### src/rtl/suprst_pkg.sv
package suprst_pkg;

    typedef enum logic [1:0] {
        ST_HOLD    = 2'd0,
        ST_STRETCH = 2'd1,
        ST_RUN     = 2'd2
    } rst_state_t;

endpackage

### src/rtl/suprst_fault_merge.sv
module suprst_fault_merge (
    input  logic line_low,
    input  logic on_battery,
    output logic fault
);

    // Either supply condition holds the processor in reset
    always_comb begin
        fault = line_low | on_battery;
    end

endmodule

### src/rtl/suprst_stretch_cnt.sv
module suprst_stretch_cnt #(
    parameter int ACT_TICKS = 200,
    localparam int CW = (ACT_TICKS > 1) ? $clog2(ACT_TICKS) : 1
) (
    input  logic          clk,
    input  logic          clr,
    input  logic          inc,
    output logic [CW-1:0] cnt,
    output logic          last
);

    localparam logic [CW-1:0] LAST_VAL = CW'(ACT_TICKS - 1);

    always_ff @(posedge clk) begin
        if (clr) begin
            cnt <= '0;
        end else if (inc && (cnt != LAST_VAL)) begin
            cnt <= cnt + 1'b1;
        end
    end

    always_comb begin
        last = (cnt == LAST_VAL);
    end

endmodule

### src/rtl/suprst_fsm.sv
module suprst_fsm
    import suprst_pkg::*;
(
    input  logic       clk,
    input  logic       init,
    input  logic       fault,
    input  logic       wdog_expire,
    input  logic       tick_en,
    input  logic       cnt_last,
    output rst_state_t state,
    output logic       cnt_clr,
    output logic       cnt_inc,
    output logic       rst_active
);

    rst_state_t state_nx;

    // State register
    always_ff @(posedge clk) begin
        if (init) begin
            state <= ST_STRETCH;
        end else begin
            state <= state_nx;
        end
    end

    // Transitions
    always_comb begin
        state_nx = state;
        if (fault) begin
            state_nx = ST_HOLD;                      // fault_enter
        end else begin
            unique case (state)
                ST_HOLD: begin
                    state_nx = ST_STRETCH;           // fault_clear
                end
                ST_STRETCH: begin
                    if (wdog_expire) begin
                        state_nx = ST_STRETCH;       // wdog_restart
                    end else if (tick_en && cnt_last) begin
                        state_nx = ST_RUN;           // stretch_done
                    end
                end
                ST_RUN: begin
                    if (wdog_expire) begin
                        state_nx = ST_STRETCH;       // wdog_fire
                    end
                end
                default: state_nx = ST_HOLD;
            endcase
        end
    end

    // Outputs
    always_comb begin
        cnt_inc    = 1'b0;
        cnt_clr    = 1'b1;
        rst_active = 1'b1;
        unique case (state)
            ST_HOLD: begin
                cnt_clr = 1'b1;
            end
            ST_STRETCH: begin
                cnt_clr = init | fault | wdog_expire | (tick_en & cnt_last);
                cnt_inc = tick_en;
            end
            ST_RUN: begin
                cnt_clr    = 1'b1;
                rst_active = fault;
            end
            default: begin
                cnt_clr = 1'b1;
            end
        endcase
        if (fault) begin
            rst_active = 1'b1;
        end
    end

endmodule

### src/rtl/suprst_pulse_gen.sv
module suprst_pulse_gen
    import suprst_pkg::*;
#(
    parameter int ACT_TICKS = 200,
    localparam int CW = (ACT_TICKS > 1) ? $clog2(ACT_TICKS) : 1
) (
    input  logic clk,
    input  logic init,
    input  logic line_low,
    input  logic on_battery,
    input  logic wdog_expire,
    input  logic tick_en,
    output logic sys_rst_n,
    output logic sys_rst
);

    logic          fault;
    logic          cnt_clr;
    logic          cnt_inc;
    logic          cnt_last;
    logic          rst_active;
    logic [CW-1:0] stretch_cnt;
    rst_state_t    state;

    suprst_fault_merge u_fault (
        .line_low   (line_low),
        .on_battery (on_battery),
        .fault      (fault)
    );

    suprst_fsm u_fsm (
        .clk         (clk),
        .init        (init),
        .fault       (fault),
        .wdog_expire (wdog_expire),
        .tick_en     (tick_en),
        .cnt_last    (cnt_last),
        .state       (state),
        .cnt_clr     (cnt_clr),
        .cnt_inc     (cnt_inc),
        .rst_active  (rst_active)
    );

    suprst_stretch_cnt #(
        .ACT_TICKS (ACT_TICKS)
    ) u_cnt (
        .clk  (clk),
        .clr  (cnt_clr),
        .inc  (cnt_inc),
        .cnt  (stretch_cnt),
        .last (cnt_last)
    );

    always_comb begin
        sys_rst_n = ~rst_active;
        sys_rst   = rst_active;
    end

endmodule

### config.mk
export PLATFORM = sky130hd
export DESIGN_NAME = suprst_pulse_gen
export DESIGN_NICKNAME = d
export VERILOG_FILES = /design/src/rtl/suprst_pkg.sv /design/src/rtl/suprst_fault_merge.sv /design/src/rtl/suprst_stretch_cnt.sv /design/src/rtl/suprst_fsm.sv /design/src/rtl/suprst_pulse_gen.sv
export SDC_FILE = /design/constraint.sdc
export NUM_CORES = 1
export LEC_CHECK = 0
export ABC_AREA = 0
export BUFFER_PORTS_ARGS = -buffer_cell sky130_fd_sc_hd__buf_2
export CORE_AREA = 3 3 40 42
export DETAILED_ROUTE_END_ITERATION = 8
export DIE_AREA = 0 0 43 45
export PLACE_DENSITY_LB_ADDON = 0.2
export SKIP_CTS_REPAIR_TIMING = 1
export SKIP_LAST_GASP = 1
export SLEW_MARGIN = 10
export SYNTH_ARGS = -nofsm -noshare
export SYNTH_HDL_FRONTEND = slang
export SYNTH_SLANG_ARGS = --single-unit
### constraint.sdc
create_clock -name clk -period 3 [get_ports clk]
set_clock_uncertainty 0.2 [all_clocks]
set_input_delay 0.6 -clock clk [delete_from_list [all_inputs] [get_ports clk]]
set_output_delay 0.6 -clock clk [all_outputs]
set_load 0.05 [all_outputs]
==> results of run 1 <==
-- cell usage in the layout, fill, tap and decap left out, types with 2 or more instances in the layout --
| cell type | count |
|---|---|
| nand3_1 | 2 |
| clkbuf_4 | 3 |
| dfxtp_1 | 10 |
| nor3b_1 | 2 |
| nand4_1 | 2 |
| mux2i_1 | 5 |
| or3_1 | 3 |
| inv_1 | 5 |
| o21ai_0 | 4 |
| nor2b_1 | 2 |
| nand2_1 | 3 |
| a211oi_1 | 2 |
| a21oi_1 | 4 |
| o2111ai_1 | 7 |
| buf_2 | 7 |
| nand3b_1 | 3 |
-- power breakdown --
| group | switching (mW) | internal, mW |
|---|---|---|
| Combinational | 0.00882 | 0.00635 |
| Clock | 0.0537 | 0.0737 |
| Sequential | 0.00157 | 0.134 |
| Total | 0.0641 | 0.214 |
-- how the worst max path moves through the flow --
stage	from	to	slack [ps]	depth (start not counted)
floorplan	on_battery	sys_rst_n	730	3
global placement	tick_en	u_fsm.state[0]	860	4
detailed placement	tick_en	u_fsm.state[0]	850	4
CTS	u_fsm.state[1]	sys_rst_n	940	4
global route	u_fsm.state[1]	sys_rst_n	880	4
finish	u_fsm.state[1]	sys_rst_n	960	4
-- cells by family after synthesis --
family | count (synthesis) | synth area share, %
AO/OA/AOI/OAI | 20 | 22.5
AND/OR/NAND/NOR | 25 | 29.2
adder cells (fa/ha/maj) | 1 | 2.01
buffers and inverters | 9 | 6.04
flip-flops | 10 | 32.2
multiplexers | 5 | 8.05
-- cell usage after synthesis --
library cell	number
a211oi_1	2
inv_1	5
ha_1	1
nand2_1	3
clkbuf_1	1
nand4b_1	1
nor3_1	1
and4b_1	1
nor2_1	1
mux2i_1	5
o21ai_0	4
a31o_1	1
o21a_1	1
nand4_1	2
buf_2	3
o211ai_1	1
or4b_1	1
o2111ai_1	7
or3_1	3
nor3b_1	2
nor4_1	1
nand4b_4	1
nand3_1	2
nand3b_1	3
a21oi_1	4
dfxtp_1	10
nor2b_1	2
nand4bb_1	1
-- layer usage --
layer / global-route usage, % / vias up / wire, um
met4: 7.23 / 0 / 10
li1: - / 294 / -
met5: 0 / - / 0
met1: 19.4 / 272 / 648
met2: 23.1 / 7 / 616
met3: 3.59 / 2 / 29
-- through the flow --
stage / area (um2) / cells / hold WS (ps)
4_1_cts: 701 / 93 / 328
5_1_grt: 701 / 93 / 339
2_1_floorplan: 622 / 70 / 279
3_3_place_gp: 664 / 89 / 308
3_5_place_dp: 664 / 89 / 329
6_report: 701 / 93 / 333
-- area by class of cell --
class / count / area [um2] / area share, %
well taps: 15 / 18.8 / 2.68
multi-input cells: 51 / 384 / 54.8
repair buffers: 8 / 42.5 / 6.07
inverters: 5 / 18.8 / 2.68
clock buffers: 4 / 36.3 / 5.18
flip-flops and latches: 10 / 200 / 28.6
-- flip-flops by register name, summed over array words and instances, names as in the netlist --
signal / cells
u_cnt.cnt: 8
u_fsm.state: 2
-- worst register-to-register path, delay by kind of cell (launching register included) --
kind | cells | cell delay (ps)
and+or+nand+nor | 2 | 730
DFF | 1 | 400
adders and majority gates | 1 | 300
AOI/OAI and AO/OA | 1 | 230
==> impl_metrics.yaml, run 1 <==
grt:
  grt_pass1_vias: 528
  grt_max_degree: 13
  grt-ovfl-total: 0
  antenna_found_initial: 0
  grt_use_total_pct: 14.9
  grt_pass1_wl_um: 2180
clock_network:
  cts_buffer_depth: 2
  clock_latency_ps: 270
  cts_root_buffer: "clkbuf_4"
  clkSinkCount: 10
  tritoncts: "done"
  cts_buffers: 3
  clkTransAtPathRegs_ps: 80
  htreeDepth: 1
routing:
  drcViolationCount: 0
  viasPerCell: 6.18
  wl_per_cell_um: 14.0
  drt_iter0_markers: 15
  wl_um: 1310
  ant_nets: 0
  first_pass_iters: 4
  vias: 575
hold_path:
  holdPathEnd: "u_fsm.state[0]"
  hold_start: "init"
  hold_depth: 2
  worstHoldPathType: "input pin to register"
pwr:
  power_mw: 0.278
  p_per_area_nw_per_um2: 396
  power.leakage_nw: 0.257
  vdd_drop_max_mv: 0.169
worst_setup_path:
  crit_family: "flip-flops"
  cp_num_buf_inv: 2
  r2r_setup_slack_ps: 1030
  worstSetupPathType: "register to output port"
  crit_path_max_fanout: 5
  r2r-end: "u_fsm.state[0]"
  ff2ff_path_depth: 4
  slowest_delay_ps: 390
  cp-start-kind: "register"
  path_cells: "nor2b_1 > nand2_1 > inv_1 > buf_2"
  r2r_start: "u_cnt.cnt[0]"
  crit_arrival_ps: 1240
  crit_required_ps: 2200
  crit_slowest_cell: "dfxtp_1"
  cp-end-kind: "output port"
yosys:
  syn_area_um2: 622
  synth_cells: 70
  yosys_warnings: 0
  synthDominantCellAreaShare_pct: 32.2
  synth_nets: 77
  syn_area_per_cell_um2: 8.88
  ys_ff_latch: 10
  synthTopCellsByArea: "dfxtp_1 32%, o2111ai_1 9.9%, mux2i_1 8.0%, nand4b_4 3.8%, nand3b_1 3.6%"
  ys_seq_area_share_pct: 32.2
  synth_top_area_cell: "dfxtp_1"
  yosys.cell_types.count: 28
layout:
  layout-drive-gt1-share_pct: 16.7
  n_fill_cell: 137
  antenna_cells: 0
  final_util_pct: 54.5
  syn2layout_area_growth_pct: 12.7
  fin_nets: 86
sta:
  hold_violations: 0
  rsz0062_at_grt: "no"
  worst_pin_slew_ps: 740
  relSlewSlack_pct: 50.5
  final.setup.worst_slack_ps: 958
  clock.fmax_ghz: 0.490
  setup_tns_ps: 0
  min_period_ps: 2040
  finalMaxSlewViolations: 0
  setup_viol: 0
  min_period_over_period_pct: 68.1
floorplanning:
  start_util_pct: 48.4
  core_um2: 1280
  io-pin-count: 8
  row_count: 13
  die_height_um: 45
  dieArea_um2: 1940
  die_x_um: 43
run_status:
  status: "complete, no violations"
flow_run:
  maxCapViolations: 0
placement:
  gp_congestion: 0.713
  hpwl_um: 941
  preCtsSetupSlack_ps: 848
  io_buffer_count: 7
No activity file was read; power rests on OpenSTA's default activity.
==> run 2: changes to the inputs <==
clock period = 1.86 ns   (was 3 ns; I/O delays follow)
==> run 2 against run 1 <==
  * Flip-flop and latch count is the same
  * Setup slack got worse by 890 ps
  * Power is 44% higher
  * Combinational power increased by 79%
  * Die area stayed put
  * Via count is 4.0% higher
  * Wire length grew 7.4%
  * Critical path depth unchanged
  * Worst hold slack lost 210 ps
  * Non-clock buffer count rose by 6
  * Utilization grew 2.4 points
  * Final area is 4.5% higher
  * Critical path type is now register to register
  * Highest routed layer unchanged
==> impl_metrics.yaml, run 2 (same netlist as run 1, synthesis figures left out) <==
floorplanning:
  dieArea_um2: 1940
  row_count: 13
  core_um2: 1280
  io-pin-count: 8
  start_util_pct: 48.4
  die_x_um: 43
  die_height_um: 45
worst_setup_path:
  ff2ff_path_depth: 4
  cp-start-kind: "register"
  r2r-end: "u_fsm.state[0]"
  worstSetupPathType: "register to register"
  r2r_setup_slack_ps: 70
  crit_required_ps: 1820
  r2r_start: "u_cnt.cnt[1]"
  crit_path_max_fanout: 4
  cp-startpoint: "u_cnt.cnt[1]"
  crit_arrival_ps: 1760
  cp-end-kind: "register"
  crit_path_end: "u_fsm.state[0]"
routing:
  drt_iter0_markers: 25
  first_pass_iters: 5
  drcViolationCount: 0
  wl_um: 1400
  ant_nets: 0
  viasPerCell: 6.10
  vias: 598
  wl_per_cell_um: 14.3
run_status:
  status: "complete, no violations"
placement:
  hpwl_um: 1000
  dpl-instance-area_um2: 709
  io_buffer_count: 7
  gp_congestion: 0.798
sta:
  setup_viol: 0
  finalMaxSlewViolations: 0
  hold_violations: 0
  relSlewSlack_pct: 76.6
  worst_pin_slew_ps: 350
  min_period_over_period_pct: 96.5
  setup_tns_ps: 0
  clock.fmax_ghz: 0.557
  rsz0062_at_grt: "no"
  min_period_ps: 1790
grt:
  antenna_found_initial: 0
  grt_use_total_pct: 16.6
  grt_pass1_wl_um: 2440
  grt_pass1_vias: 564
  grt-ovfl-total: 0
  grt_max_degree: 13
layout:
  fin_nets: 92
  fin_area_um2: 732
  most-common-layout-cells: "10 x dfxtp_1, 7 x o2111ai_1, 7 x buf_2, 7 x buf_4"
  antenna_cells: 0
  top_register: "u_cnt.cnt"
  final_common_cell: "dfxtp_1"
  largest_reg_flops: 8
  syn2layout_area_growth_pct: 17.7
  layout-drive-gt1-share_pct: 21.7
  n_fill_cell: 112
  top_regs: "u_cnt.cnt: 8 flops, u_fsm.state: 2 flops"
clock_network:
  clkTransAtPathRegs_ps: 70
  tritoncts: "done"
  cts_buffers: 3
  cts_root_buffer: "clkbuf_4"
  htreeDepth: 1
  clkSinkCount: 10
  cts_buffer_depth: 2
  clock_latency_ps: 270
hold_path:
  worstHoldPathType: "input pin to register"
  hold_start: "init"
pwr:
  vdd_drop_max_mv: 0.291
  p_per_area_nw_per_um2: 545
  power.leakage_nw: 0.279
flow_run:
  maxCapViolations: 0
-- run 2: how the worst min path moves through the flow --
stage                     cells after the start             end  slack, ps
after detailed placement                      2    u_cnt.cnt[6]        310
after CTS                                     2  u_fsm.state[0]        100
after global placement                        2    u_cnt.cnt[6]        310
after floorplan                               1  u_fsm.state[0]        270
after global routing                          2  u_fsm.state[0]        110
final                                         2  u_fsm.state[0]        120
-- run 2: layer usage --
metal | wire length (um) | share of wire (%) | track usage [%] | up-vias
li1 | - | - | - | 301
met1 | 681 | 49 | 22.4 | 273
met2 | 633 | 45 | 25.4 | 22
met3 | 72 | 5.1 | 2.39 | 2
met4 | 14 | 1.0 | 9.64 | 0
met5 | 0 | 0 | 0 | -
-- run 2: where the power goes --
part           internal, mW  total (mW)  leakage (nW)  switching (mW)
registers             0.216       0.218        0.0809         0.00204
clock network        0.0749       0.154        0.0138          0.0789
logic                0.0122      0.0272         0.184          0.0151
total                 0.303       0.399         0.279          0.0960
-- run 2: metrics by stage --
stage / hold WS, ps / setup slack, ps / cells / power [mW] / util, %
3_5_place_dp: 313 / 111 / 95 / 0.249 / 55.2
5_1_grt: 113 / 15.9 / 98 / 0.410 / 57.0
6_report: 118 / 66.0 / 98 / 0.399 / 57.0
3_3_place_gp: 307 / 160 / 95 / 0.249 / 55.2
2_1_floorplan: 269 / 29.7 / 70 / 0.237 / -
4_1_cts: 102 / 67.8 / 98 / 0.404 / 57.0
-- run 2: critical path, cell delays in order, from the launching register on --
cell and delay, ps:
dfxtp_1 400, ha_1 240, nand4b_4 110, or4b_1 510, a31o_1 230
-- run 2: cell type report --
type                    count  area, um2  area share, %
inverters                   5       18.8           2.56
well taps                  15       18.8           2.56
clock buffers               3       22.5           3.08
flip-flops and latches     10        200           27.4
multi-input cells          51        384           52.5
repair buffers             14       87.6           12.0
==> run 3: changes to the inputs <==
REMOVE_ABC_BUFFERS = 1   (was default)
==> run 3 against run 2 <==
  * Global-route usage up 1.9 points
  * Critical path depth rose by 1
  * Combinational power increased by 3%
  * Setup slack better by 28 ps
  * Wire length grew 9.2%
  * Die area unchanged
  * Clock power increased by 3%
  * Sequential share of layout area down 0.37 points
  * Register-to-register slack gained 30 ps
  * Maximum frequency increased by 1.6%
==> impl_metrics.yaml, run 3 (same netlist as run 1, synthesis figures left out) <==
sta:
  rsz0062_at_grt: "no"
  relSlewSlack_pct: 74.9
  min_period_over_period_pct: 95.0
  hold_slack_ps: 112
  final.setup.worst_slack_ps: 93.8
  worst_pin_slew_ps: 374
  min_period_ps: 1770
  setup_viol: 0
  setup_tns_ps: 0
  hold_violations: 0
  clock.fmax_ghz: 0.566
  finalMaxSlewViolations: 0
pwr:
  vdd_drop_max_mv: 0.331
  power.leakage_nw: 0.283
  p_per_area_nw_per_um2: 546
worst_setup_path:
  r2r_start: "u_cnt.cnt[0]"
  ff2ff_path_depth: 5
  r2r_setup_slack_ps: 90
  cp-end-kind: "register"
  cp-start-kind: "register"
  crit_path_max_fanout: 4
  cp-startpoint: "u_cnt.cnt[0]"
  r2r-end: "u_cnt.cnt[3]"
  crit_required_ps: 1860
  worstSetupPathType: "register to register"
  crit_arrival_ps: 1770
grt:
  grt_max_degree: 13
  grt_use_total_pct: 18.5
  grt_pass1_vias: 553
  grt-ovfl-total: 0
  grt_pass1_wl_um: 2500
  antenna_found_initial: 0
floorplanning:
  start_util_pct: 48.4
  die_x_um: 43
  die_height_um: 45
  dieArea_um2: 1940
  io-pin-count: 8
  core_um2: 1280
  row_count: 13
routing:
  wl_um: 1530
  first_pass_iters: 4
  drcViolationCount: 0
  viasPerCell: 6.12
  vias: 606
  wl_per_cell_um: 15.5
  ant_nets: 0
  drt_iter0_markers: 16
hold_path:
  worstHoldPathType: "input pin to register"
  hold_start: "init"
  hold_depth: 2
  holdPathEnd: "u_fsm.state[0]"
layout:
  top_register: "u_cnt.cnt"
  largest_reg_flops: 8
  final_common_cell: "dfxtp_1"
  most-common-layout-cells: "10 x dfxtp_1, 8 x buf_4, 7 x o2111ai_1, 6 x buf_2"
  syn2layout_area_growth_pct: 19.3
  antenna_cells: 0
  layout-drive-gt1-share_pct: 22.6
  multi_input_comb_area_um2: 384
  top_regs: "u_cnt.cnt: 8 flops, u_fsm.state: 2 flops"
  fin_nets: 93
  n_fill_cell: 128
  register_area_um2: 200
placement:
  hpwl_um: 1110
  gp_congestion: 0.808
  io_buffer_count: 7
  preCtsSetupSlack_ps: 107
run_status:
  status: "complete, no violations"
clock_network:
  htreeDepth: 1
  cts_root_buffer: "clkbuf_4"
  clkTransAtPathRegs_ps: 70
  clock_latency_ps: 280
  cts_buffers: 3
  tritoncts: "done"
  cts_buffer_depth: 2
  clkSinkCount: 10
flow_run:
  maxCapViolations: 0
-- run 3: cell count changes in the layout (fill, tap and decap cells not counted) --
cell / change
buf_4: +1
clkbuf_4: +1
buf_2: -1
-- run 3: worst max path at each step --
stage	to	slack [ps]	cells past startpoint
2_1_floorplan	u_cnt.cnt[4]	-210	3
3_3_place_gp	u_cnt.cnt[3]	200	5
3_5_place_dp	u_cnt.cnt[3]	110	5
4_1_cts	sys_rst_n	60	4
5_1_grt	sys_rst_n	8	4
6_report	u_cnt.cnt[3]	90	5
-- run 3: critical path, stage by stage (launching register included) --
cell and delay, ps:
dfxtp_1 320, ha_1 240, buf_4 160, and4b_1 210, a211oi_1 350, mux2i_1 220
-- run 3: stage by stage --
stage | util [%] | cells | area [um2] | power, mW
after global placement | 55.8 | 96 | 717 | 0.249
after detailed placement | 55.8 | 96 | 717 | 0.250
after global routing | 57.7 | 99 | 742 | 0.424
after floorplan | - | 66 | 603 | 0.236
final | 57.7 | 99 | 742 | 0.405
after CTS | 57.5 | 99 | 739 | 0.408
-- run 3: power by group --
group	internal (mW)	total, mW	switching (mW)
clock network	0.0751	0.159	0.0841
logic	0.0122	0.0281	0.0159
registers	0.216	0.218	0.00197
-- run 3: metal layers --
metal | GRT usage, % | wire, um
met5 | 0 | 0
met4 | 10.8 | 38
met3 | 5.98 | 51
met2 | 30.5 | 791
met1 | 21.0 | 651
-- run 3: area by class of cell --
type	count	area share [%]
Multi-Input combinational cell	51	51.8
Tap cell	15	2.53
Sequential cell	10	27.0
Inverter	5	2.53
Timing Repair Buffer	15	13.2
Clock buffer	3	3.04
